$ cat src/rtl/chd_pkg.sv
package chd_pkg;

    localparam int DW  = 8;
    localparam int ACW = DW - 1;

    localparam logic [DW-1:0] CMD_BLANK    = 8'h01;
    localparam logic [DW-1:0] CMD_STEP_DN  = 8'h10;
    localparam logic [DW-1:0] CMD_STEP_UP  = 8'h11;

    typedef enum logic [1:0] {
        OP_NOP,
        OP_BLANK,
        OP_STEP,
        OP_SETADDR
    } op_e;

    typedef enum logic {
        SPACE_DISP  = 1'b0,
        SPACE_GLYPH = 1'b1
    } space_e;

    typedef struct packed {
        op_e        op;
        logic       up;
        space_e     space;
        logic [5:0] addr;
    } cmd_t;

    typedef struct packed {
        logic status_rd;
        logic data_rd;
        logic data_wr;
        logic cmd_wr;
    } access_t;

    function automatic cmd_t decode_cmd(input logic [DW-1:0] code);
        cmd_t c;
        c.op    = OP_NOP;
        c.up    = code[0];
        c.space = code[6] ? SPACE_GLYPH : SPACE_DISP;
        c.addr  = code[5:0];
        if (code[7])
            c.op = OP_SETADDR;
        else if (code == CMD_BLANK)
            c.op = OP_BLANK;
        else if (code[7:1] == CMD_STEP_DN[7:1])
            c.op = OP_STEP;
        return c;
    endfunction

    function automatic logic [ACW-1:0] step_ac(input logic [ACW-1:0] ac, input logic up);
        return up ? ac + 1'b1 : ac - 1'b1;
    endfunction

endpackage

$ cat src/rtl/chd_bus_decode.sv
module chd_bus_decode
    import chd_pkg::*;
(
    input  logic    en,
    input  logic    rs,
    input  logic    rw,
    input  logic    busy,
    output access_t acc
);
    always_comb begin
        acc = '0;
        if (en) begin
            if (!rs && rw) begin
                acc.status_rd = 1'b1;
            end else if (!busy) begin
                acc.data_rd = rs & rw;
                acc.data_wr = rs & ~rw;
                acc.cmd_wr  = ~rs & ~rw;
            end
        end
    end
endmodule

$ cat src/rtl/chd_busy_timer.sv
module chd_busy_timer #(
    parameter int OP_CYCLES  = 4,
    parameter int CLR_CYCLES = 12,
    parameter int POR_CYCLES = 3
) (
    input  logic clk,
    input  logic rst,
    input  logic start_op,
    input  logic start_clr,
    output logic busy
);
    localparam int MAXC = (CLR_CYCLES > OP_CYCLES) ? CLR_CYCLES : OP_CYCLES;
    localparam int CW   = $clog2(MAXC + 1);
    localparam int PW   = $clog2(POR_CYCLES + 1);

    logic [CW-1:0] cnt_q;
    logic [PW-1:0] por_q;

    always_ff @(posedge clk) begin
        if (rst) begin
            por_q <= PW'(POR_CYCLES);
        end else if (por_q != '0) begin
            por_q <= por_q - 1'b1;
        end
    end

    always_ff @(posedge clk) begin
        if (rst) begin
            cnt_q <= '0;
        end else if (start_clr) begin
            cnt_q <= CW'(CLR_CYCLES);
        end else if (start_op) begin
            cnt_q <= CW'(OP_CYCLES);
        end else if (cnt_q != '0) begin
            cnt_q <= cnt_q - 1'b1;
        end
    end

    assign busy = (cnt_q != '0) || (por_q != '0);

    assert_por_busy_R5: assert property (@(posedge clk) disable iff (rst)
        $past(rst) |-> busy);

    assert_cnt_bound_R4: assert property (@(posedge clk) disable iff (rst)
        cnt_q <= CW'(MAXC));

    assert_start_busy_R4: assert property (@(posedge clk) disable iff (rst)
        (start_op || start_clr) |=> busy);
endmodule

$ cat src/rtl/chd_ram.sv
module chd_ram #(
    parameter int             AW   = 7,
    parameter int             DW   = 8,
    parameter logic [DW-1:0]  FILL = '0
) (
    input  logic          clk,
    input  logic          we,
    input  logic [AW-1:0] waddr,
    input  logic [DW-1:0] wdata,
    input  logic          fill,
    input  logic [AW-1:0] raddr,
    output logic [DW-1:0] rdata
);
    localparam int DEPTH = 1 << AW;

    logic [DW-1:0] mem [DEPTH];

    always_ff @(posedge clk) begin
        if (fill) begin
            for (int i = 0; i < DEPTH; i++) mem[i] <= FILL;
        end else if (we) begin
            mem[waddr] <= wdata;
        end
    end

    assign rdata = mem[raddr];

    assert_fill_ends_R9: assert property (@(posedge clk)
        fill |=> (mem[0] == FILL && mem[DEPTH-1] == FILL));
endmodule

$ cat src/rtl/chd_hostif.sv
module chd_hostif
    import chd_pkg::*;
#(
    parameter int            OP_CYCLES  = 4,
    parameter int            CLR_CYCLES = 12,
    parameter int            POR_CYCLES = 3,
    parameter int            GLYPH_AW   = 6,
    parameter logic [7:0]    BLANK_CHAR = 8'h20
) (
    input  logic       clk,
    input  logic       rst,
    input  logic       bus_en,
    input  logic       bus_rs,
    input  logic       bus_rw,
    input  logic [7:0] bus_wdata,
    output logic [7:0] bus_rdata
);
    localparam int DISP_AW = ACW;

    logic           busy;
    access_t        acc;
    cmd_t           cmd;
    logic [ACW-1:0] ac_q, ac_n;
    space_e         sp_q, sp_n;
    logic [DW-1:0]  dr_q, dr_n;
    logic           disp_we, glyph_we, disp_fill;
    logic           st_op, st_clr, dr_load, dr_blank;
    logic [DW-1:0]  disp_rd, glyph_rd;

    chd_bus_decode u_dec (
        .en   (bus_en),
        .rs   (bus_rs),
        .rw   (bus_rw),
        .busy (busy),
        .acc  (acc)
    );

    chd_busy_timer #(
        .OP_CYCLES  (OP_CYCLES),
        .CLR_CYCLES (CLR_CYCLES),
        .POR_CYCLES (POR_CYCLES)
    ) u_busy (
        .clk       (clk),
        .rst       (rst),
        .start_op  (st_op),
        .start_clr (st_clr),
        .busy      (busy)
    );

    assign cmd = decode_cmd(bus_wdata);

    always_comb begin
        ac_n      = ac_q;
        sp_n      = sp_q;
        disp_we   = 1'b0;
        glyph_we  = 1'b0;
        disp_fill = 1'b0;
        st_op     = 1'b0;
        st_clr    = 1'b0;
        dr_load   = 1'b0;
        dr_blank  = 1'b0;
        if (acc.cmd_wr) begin
            case (cmd.op)
                OP_BLANK: begin
                    disp_fill = 1'b1;
                    ac_n      = '0;
                    sp_n      = SPACE_DISP;
                    st_clr    = 1'b1;
                    dr_load   = 1'b1;
                    dr_blank  = 1'b1;
                end
                OP_STEP: begin
                    ac_n    = step_ac(ac_q, cmd.up);
                    st_op   = 1'b1;
                    dr_load = 1'b1;
                end
                OP_SETADDR: begin
                    ac_n    = ACW'(cmd.addr);
                    sp_n    = cmd.space;
                    st_op   = 1'b1;
                    dr_load = 1'b1;
                end
                default: ;
            endcase
        end
        if (acc.data_wr) begin
            disp_we  = (sp_q == SPACE_DISP);
            glyph_we = (sp_q == SPACE_GLYPH);
            ac_n     = step_ac(ac_q, 1'b1);
            dr_load  = 1'b1;
        end
        if (acc.data_rd) begin
            ac_n    = step_ac(ac_q, 1'b1);
            dr_load = 1'b1;
        end
    end

    chd_ram #(.AW(DISP_AW), .DW(DW), .FILL(BLANK_CHAR)) u_disp (
        .clk   (clk),
        .we    (disp_we),
        .waddr (ac_q),
        .wdata (bus_wdata),
        .fill  (disp_fill),
        .raddr (ac_n),
        .rdata (disp_rd)
    );

    chd_ram #(.AW(GLYPH_AW), .DW(DW), .FILL(8'h00)) u_glyph (
        .clk   (clk),
        .we    (glyph_we),
        .waddr (ac_q[GLYPH_AW-1:0]),
        .wdata (bus_wdata),
        .fill  (1'b0),
        .raddr (ac_n[GLYPH_AW-1:0]),
        .rdata (glyph_rd)
    );

    always_comb begin
        if (dr_blank)
            dr_n = BLANK_CHAR;
        else if (sp_n == SPACE_GLYPH)
            dr_n = glyph_rd;
        else
            dr_n = disp_rd;
    end

    always_ff @(posedge clk) begin
        if (rst) begin
            ac_q <= '0;
            sp_q <= SPACE_DISP;
            dr_q <= '0;
        end else begin
            ac_q <= ac_n;
            sp_q <= sp_n;
            if (dr_load) dr_q <= dr_n;
        end
    end

    always_comb begin
        if (acc.status_rd)
            bus_rdata = {busy, ac_q};
        else if (bus_en && bus_rs && bus_rw)
            bus_rdata = dr_q;
        else
            bus_rdata = '0;
    end

    assert_busy_ignores_R3: assert property (@(posedge clk) disable iff (rst)
        (bus_en && !bus_rw && busy) |=> ($stable(ac_q) && $stable(sp_q)));

    assert_read_steps_R8: assert property (@(posedge clk) disable iff (rst)
        (bus_en && bus_rs && bus_rw && !busy) |=> (ac_q == ACW'($past(ac_q) + 1'b1)));

    assert_blank_home_R9: assert property (@(posedge clk) disable iff (rst)
        (bus_en && !bus_rs && !bus_rw && !busy && bus_wdata == CMD_BLANK)
            |=> (ac_q == '0 && busy && sp_q == SPACE_DISP));

    assert_status_quiet_R1: assert property (@(posedge clk) disable iff (rst)
        (bus_en && !bus_rs && bus_rw && !busy) |=> ($stable(ac_q) && $stable(dr_q)));
endmodule

$ cat config.mk
export PLATFORM = sky130hd
export DESIGN_NAME = chd_hostif
export DESIGN_NICKNAME = d
export VERILOG_FILES = /design/src/rtl/chd_pkg.sv /design/src/rtl/chd_bus_decode.sv /design/src/rtl/chd_busy_timer.sv /design/src/rtl/chd_ram.sv /design/src/rtl/chd_hostif.sv
export SDC_FILE = /design/constraint.sdc
export NUM_CORES = 2
export LEC_CHECK = 0
export ABC_AREA = 1
export BUFFER_PORTS_ARGS = -buffer_cell sky130_fd_sc_hd__buf_2
export CORE_ASPECT_RATIO = 1.5
export CORE_MARGIN = 3
export CORE_UTILIZATION = 40
export CTS_CLUSTER_DIAMETER = 120
export DETAILED_ROUTE_END_ITERATION = 10
export MAX_ROUTING_LAYER = met4
export SETUP_SLACK_MARGIN = 0.5
export SLEW_MARGIN = 40
export SYNTH_ARGS = -nofsm -noshare
export SYNTH_HDL_FRONTEND = slang
export SYNTH_HIERARCHICAL = 1
export SYNTH_SLANG_ARGS = --single-unit
$ cat constraint.sdc
create_clock -name clk -period 9.9 [get_ports clk]
set_input_delay 1.98 -clock clk [delete_from_list [all_inputs] [get_ports clk]]
set_output_delay 1.98 -clock clk [all_outputs]
set_load 0.01 [all_outputs]
======== Word level (Yosys, flattened, before mapping) ========
Memory sizes are Yosys's and may differ from the RTL's.
Index checks and enable logic that the tools add are counted.
operators by class
  equality and inequality tests ........... 5
  div/mod/pow operators ................... 0
  bitwise logic cells ..................... 6
  add/subtract/negate cells ............... 4
  mux-type cells .......................... 42
  $mul .................................... 0
  shifts and indexed selects .............. 0
  order comparisons ....................... 0
  reduce and logical (&&, ||, !) cells .... 12
operators with widths
  operator               count
  $mux W8                5
  $mux W7                5
  $mux W1                21
  $pmux W7 S3            1
  $mux W4                4
  $eq A8 B1 Y1 const B   1
  $reduce_or A8 Y1       1
  $add A7 B1 Y7 const B  1
  $eq A7 B4 Y1 const B   1
  $sub A7 B1 Y7 const B  1
  $mux W2                3
  $mux W3                2
  $reduce_or A3 Y1       2
  $eq A2 B2 Y1 const B   2
  $reduce_bool A4 Y1     1
  $sub A4 B1 Y4 const B  1
  $and A1 B1 Y1          3
  $logic_and A1 B1 Y1    3
  $not A1 Y1             3
  $reduce_bool A3 Y1     1
  $eq A2 B1 Y1 const B   1
  $pmux W1 S2            1
  $reduce_bool A2 Y1     1
  $reduce_or A2 Y1       1
  3 further kinds        3
word-level totals
  output and inout port bits .............. 8
  bits in read-only memories .............. 0
  bits in registers ....................... 22
  bits in latches ......................... 0
  RAM bits ................................ 1536
  memories kept ........................... 2
memories
  name         words  width  rd ports  clocked after Yosys merged registers in  wr ports  line           RTL
  u_disp.mem   128    8      1         0                                        128       chd_ram.sv:16  logic [DW-1:0] mem [DEPTH];
  u_glyph.mem  64     8      1         0                                        1         chd_ram.sv:16

======== Longest topological paths before layout ========
An unclocked memory read counts as a cell.
  word-level depth ........................ 12
  depth in mapped cells ................... 33
  mapped depth without buffers ............ 30

======== Modules after synthesis ========
Netlist, hierarchy kept.
by module, submodules not included
  module             area each (µm²)  cells an instance  seq. area each (µm²)  times used
  chd_ram (u_disp)   47555.6          5005               30749.5               1
  chd_ram (u_glyph)  23582.6          2448               15374.7               1
  chd_hostif         1475.2           262                320.3                 1
  chd_busy_timer     301.5            41                 120.1                 1
  chd_bus_decode     45.0             12                 0.0                   1

======== Least setup slack after synthesis ========
Ideal clock, no wire load.
  kind .................................... input-to-output
  start ................................... input port bus_en
  end ..................................... output port bus_rdata[4]
  stages on the path ...................... 6
  required time ........................... 7920 ps
  path buffers ............................ 1
  arrival time ............................ 2756 ps
  setup slack ............................. 5164 ps
  cell sequence ........................... nand2_1 > nor2_1 > inv_1 > buf_1 > nand2_1 > o22ai_1
RTL lines
  item             line              RTL
  start, declared  chd_hostif.sv:12  input logic bus_en,
  end, declared    chd_hostif.sv:16  output logic [7:0] bus_rdata

==> flow_summary.json <==
{
  "status": "complete, no violations",
  "ys_seq_elements": 1558,
  "synth_top_area_cell": "edfxtp_1",
  "synth_top_family_by_area": "simple AND/OR/NAND/NOR gates",
  "yosys-top-cells-count": "2279 x nand2_1, 1599 x nor2_1, 1536 x edfxtp_1, 1403 x nand3_1, 244 x clkbuf_1",
  "rsz0062_at_grt": "false",
  "yosysTopAreaCellShare_pct": 63.2,
  "fmax_mhz": 152,
  "maxSlewViolCount": 0,
  "synth_cell_types": 38,
  "drt_wl_total_mm": 219,
  "gp_congestion": 0.901,
  "numCtsBuffers": 144,
  "cts_max_path_buffers": 3,
  "path_max_fanout": 129,
  "finalPower_w": 0.0139,
  "finalHoldViolations": 0,
  "p_per_area_nw_per_um2": 176,
  "met3_usage_pct": 3.23,
  "synthesis.nets": 7785,
  "num_vias": 54500,
  "timing.critical_path.slowest_stage_cell": "clkinv_8",
  "clk_pin_slew_ns": 0.07,
  "grtUsageMet1_pct": 27.1,
  "synth_xor_xnor_area_share_pct": 0.0120,
  "combPwrFrac_pct": 7.5,
  "cpPeakStageDelay_ns": 0.64,
  "htree_levels": 4,
  "initial_core_util_pct": 40.3,
  "grt_max_degree": 209,
  "syn_avg_cell_area_um2": 9.39,
  "drt-vias-per-instance": 5.46,
  "leakagePower_nw": 30.4,
  "postRouteAntennaNets": 0,
  "yosysSeqAreaShare_pct": 63.8,
  "switchingPower_w": 0.00334,
  "setup_violations": 0,
  "antenna_found_initial": 4,
  "die_height_um": 529,
  "grt_overflow": 0,
  "drcViolationCount": 0,
  "drive_gt1_share_pct": 5.57,
  "post_cts_buffers": 0,
  "die_w_um": 355,
  "skew_ns": 0.0278,
  "globalRouteMet2Util_pct": 41.0,
  "synth_edf_count": 1536,
  "hold_buffers": 0,
  "worstPathCellList": "buf_2, nand2_1, nor2_1, nor2_1, clkinv_1, nand2_1, nand3_1, inv_8, clkinv_8, buf_12, nand3_1, nand3_1, nand3_1, nand2_1, nand2_1, nand3_1, nand2_1, nand2_1, nand2_1, nand3_1, nand2_1, nand2_1, a21oi_1",
  "io_buffers": 20,
  "start_kind": "input port",
  "clk_latency_ns": 0.81,
  "synth_cells": 7768,
  "end_kind": "flop",
  "p_int_w": 0.0105,
  "setup_ws_ns": 3.31,
  "critPathKind": "in -> reg",
  "grt_pass1_wl_mm": 325,
  "synth-compound-area-share_pct": 0.283,
  "timing.final.crit_period_ns": 6.59,
  "wire_per_inst_um": 21.9,
  "rrSetupSlack_ns": 3.62,
  "fill_cells": 17300,
  "rows": 191,
  "synth_area_leaders": "edfxtp_1 63%, nand2_1 12%, nand3_1 9.6%",
  "swShare_pct": 24.0,
  "tightest_slew_ns": 0.905,
  "area_growth_pct": 7.88,
  "p_seq_share_pct": 52.4,
  "peakVddDrop_uv": 184,
  "post-dp-hpwl_mm": 133,
  "muxShareOfSynthArea_pct": 0,
  "max_slew_margin_pct": 39.7,
  "clockPowerShare_pct": 40.2,
  "synth_area_um2": 73000,
  "cts_tree": "yes",
  "post-route-util_pct": 43.5,
  "core-area_um2": 181000,
  "synth_fa_ha_area_share_pct": 0.0686,
  "yosys_warnings": 6,
  "async_reset_ff_share_pct": 0,
  "final_nets": 7481,
  "grt_use_total_pct": 23.5,
  "yosysMostFrequentCell": "nand2_1",
  "cp.arrival_ns": 7.30,
  "cp.required_ns": 10.61,
  "finalSetupTns_ns": 0,
  "cts.repair.resized": 0,
  "ys.flop_type": "edfxtp_1",
  "cpMostUsedCell": "nand2_1",
  "period_share_pct": 66.6,
  "drt_iter0_markers": 5275,
  "hold_class": "reg -> reg",
  "busiest_layer": "met2",
  "synth_simple_gate_area_share_pct": 30.7,
  "io_pins": 21,
  "ctsRootBufferMaster": "clkbuf_16",
  "timing.hold.ws_ns": 0.474,
  "clkSinkCount": 1558,
  "dr.pass1.iters": 6,
  "drv_cap": 0,
  "die-area_um2": 188000,
  "grt_pass1_vias": 53100,
  "place_ws_ns": 2.77
}
flip-flops by register name (all words and copies together), names as in the netlist:
name,count
sp_q,1
u_busy/cnt_q,4
dr_q,8
ac_q,7
u_disp/mem,1024
u_glyph/mem,512
u_busy/por_q,2
cells in the final DEF (no fill, tap or decap), types with 6 or more instances in the layout:
cell | netlist | final
nand2_2 | 55 | 55
a21oi_1 | 15 | 15
clkinvlp_4 | 0 | 6
dfxtp_1 | 22 | 19
buf_4 | 18 | 45
clkinv_1 | 2 | 31
o21ai_0 | 6 | 6
inv_8 | 1 | 6
nor3_1 | 15 | 15
o22ai_1 | 8 | 8
inv_4 | 0 | 9
buf_2 | 154 | 20
inv_6 | 0 | 9
nand4_1 | 11 | 11
nand2_1 | 2279 | 2279
inv_2 | 29 | 28
clkbuf_16 | 0 | 151
nor4_4 | 8 | 8
edfxtp_1 | 1536 | 1536
clkinv_2 | 0 | 23
buf_6 | 66 | 11
clkbuf_1 | 244 | 31
nor2_1 | 1599 | 1598
buf_12 | 0 | 6
nand3_1 | 1403 | 1403
inv_1 | 220 | 196
bufinv_16 | 0 | 10
stage by stage:
stage	std cells	instance area, um2
detailed placement	9729	74000
floorplan	7768	73000
finish	9993	78700
global placement	9727	73900
global route	9993	78700
CTS	9990	78700
critical path: cells and delay by family:
| kind | cells | cell delay (ns) |
|---|---|---|
| AO/OA/AOI/OAI | 1 | 0.12 |
| AND/OR/NAND/NOR | 17 | 2.60 |
| buffers and inverters | 5 | 2.32 |
final timing paths:
path,startpoint,to,depth (start not counted)
max,bus_en,dr_q[3],23
min,u_busy/por_q[0],u_busy/por_q[0],1
max reg2reg,u_busy/cnt_q[0],dr_q[3],28
min reg2reg,u_busy/por_q[0],u_busy/por_q[0],1
power by group through the flow:
stage | Sequential [W] | Combinational, W | Clock, W
after CTS | 0.00727 | 0.00102 | 0.00567
after floorplan | 0.00740 | 0.000693 | 0
after global placement | 0.00741 | 0.00101 | 0
final | 0.00727 | 0.00104 | 0.00557
after detailed placement | 0.00741 | 0.00102 | 0
after global routing | 0.00727 | 0.00111 | 0.00591
routing by layer:
metal	part of all wire (%)	wire length, um
met3	7.0	15300
met5	0	0
met1	37	80600
met4	4.7	10300
met2	52	113000
layout make-up:
cell class              count  area, um2  area share [%]
well taps                2412       3020            3.83
clock buffers             184       3920            4.98
inverters                 252       1080            1.37
flip-flops and latches   1558      46600            59.2
clock inverters            77        721           0.916
repair buffers             83        709           0.901
multi-input cells        5425      22700            28.8
diodes                      2       5.00         0.00636
logic make-up (layout without fill, tap and decap cells):
family | Yosys count | after routing
adder cells (fa/ha/maj) | 4 | 4
AND/OR/NAND/NOR | 5385 | 5385
other | 1 | 3
flip-flops | 1558 | 1558
XOR/XNOR | 1 | 1
buffers and inverters | 785 | 596
AO/OA/AOI/OAI | 34 | 34
Power figures use the tool's default switching activity.
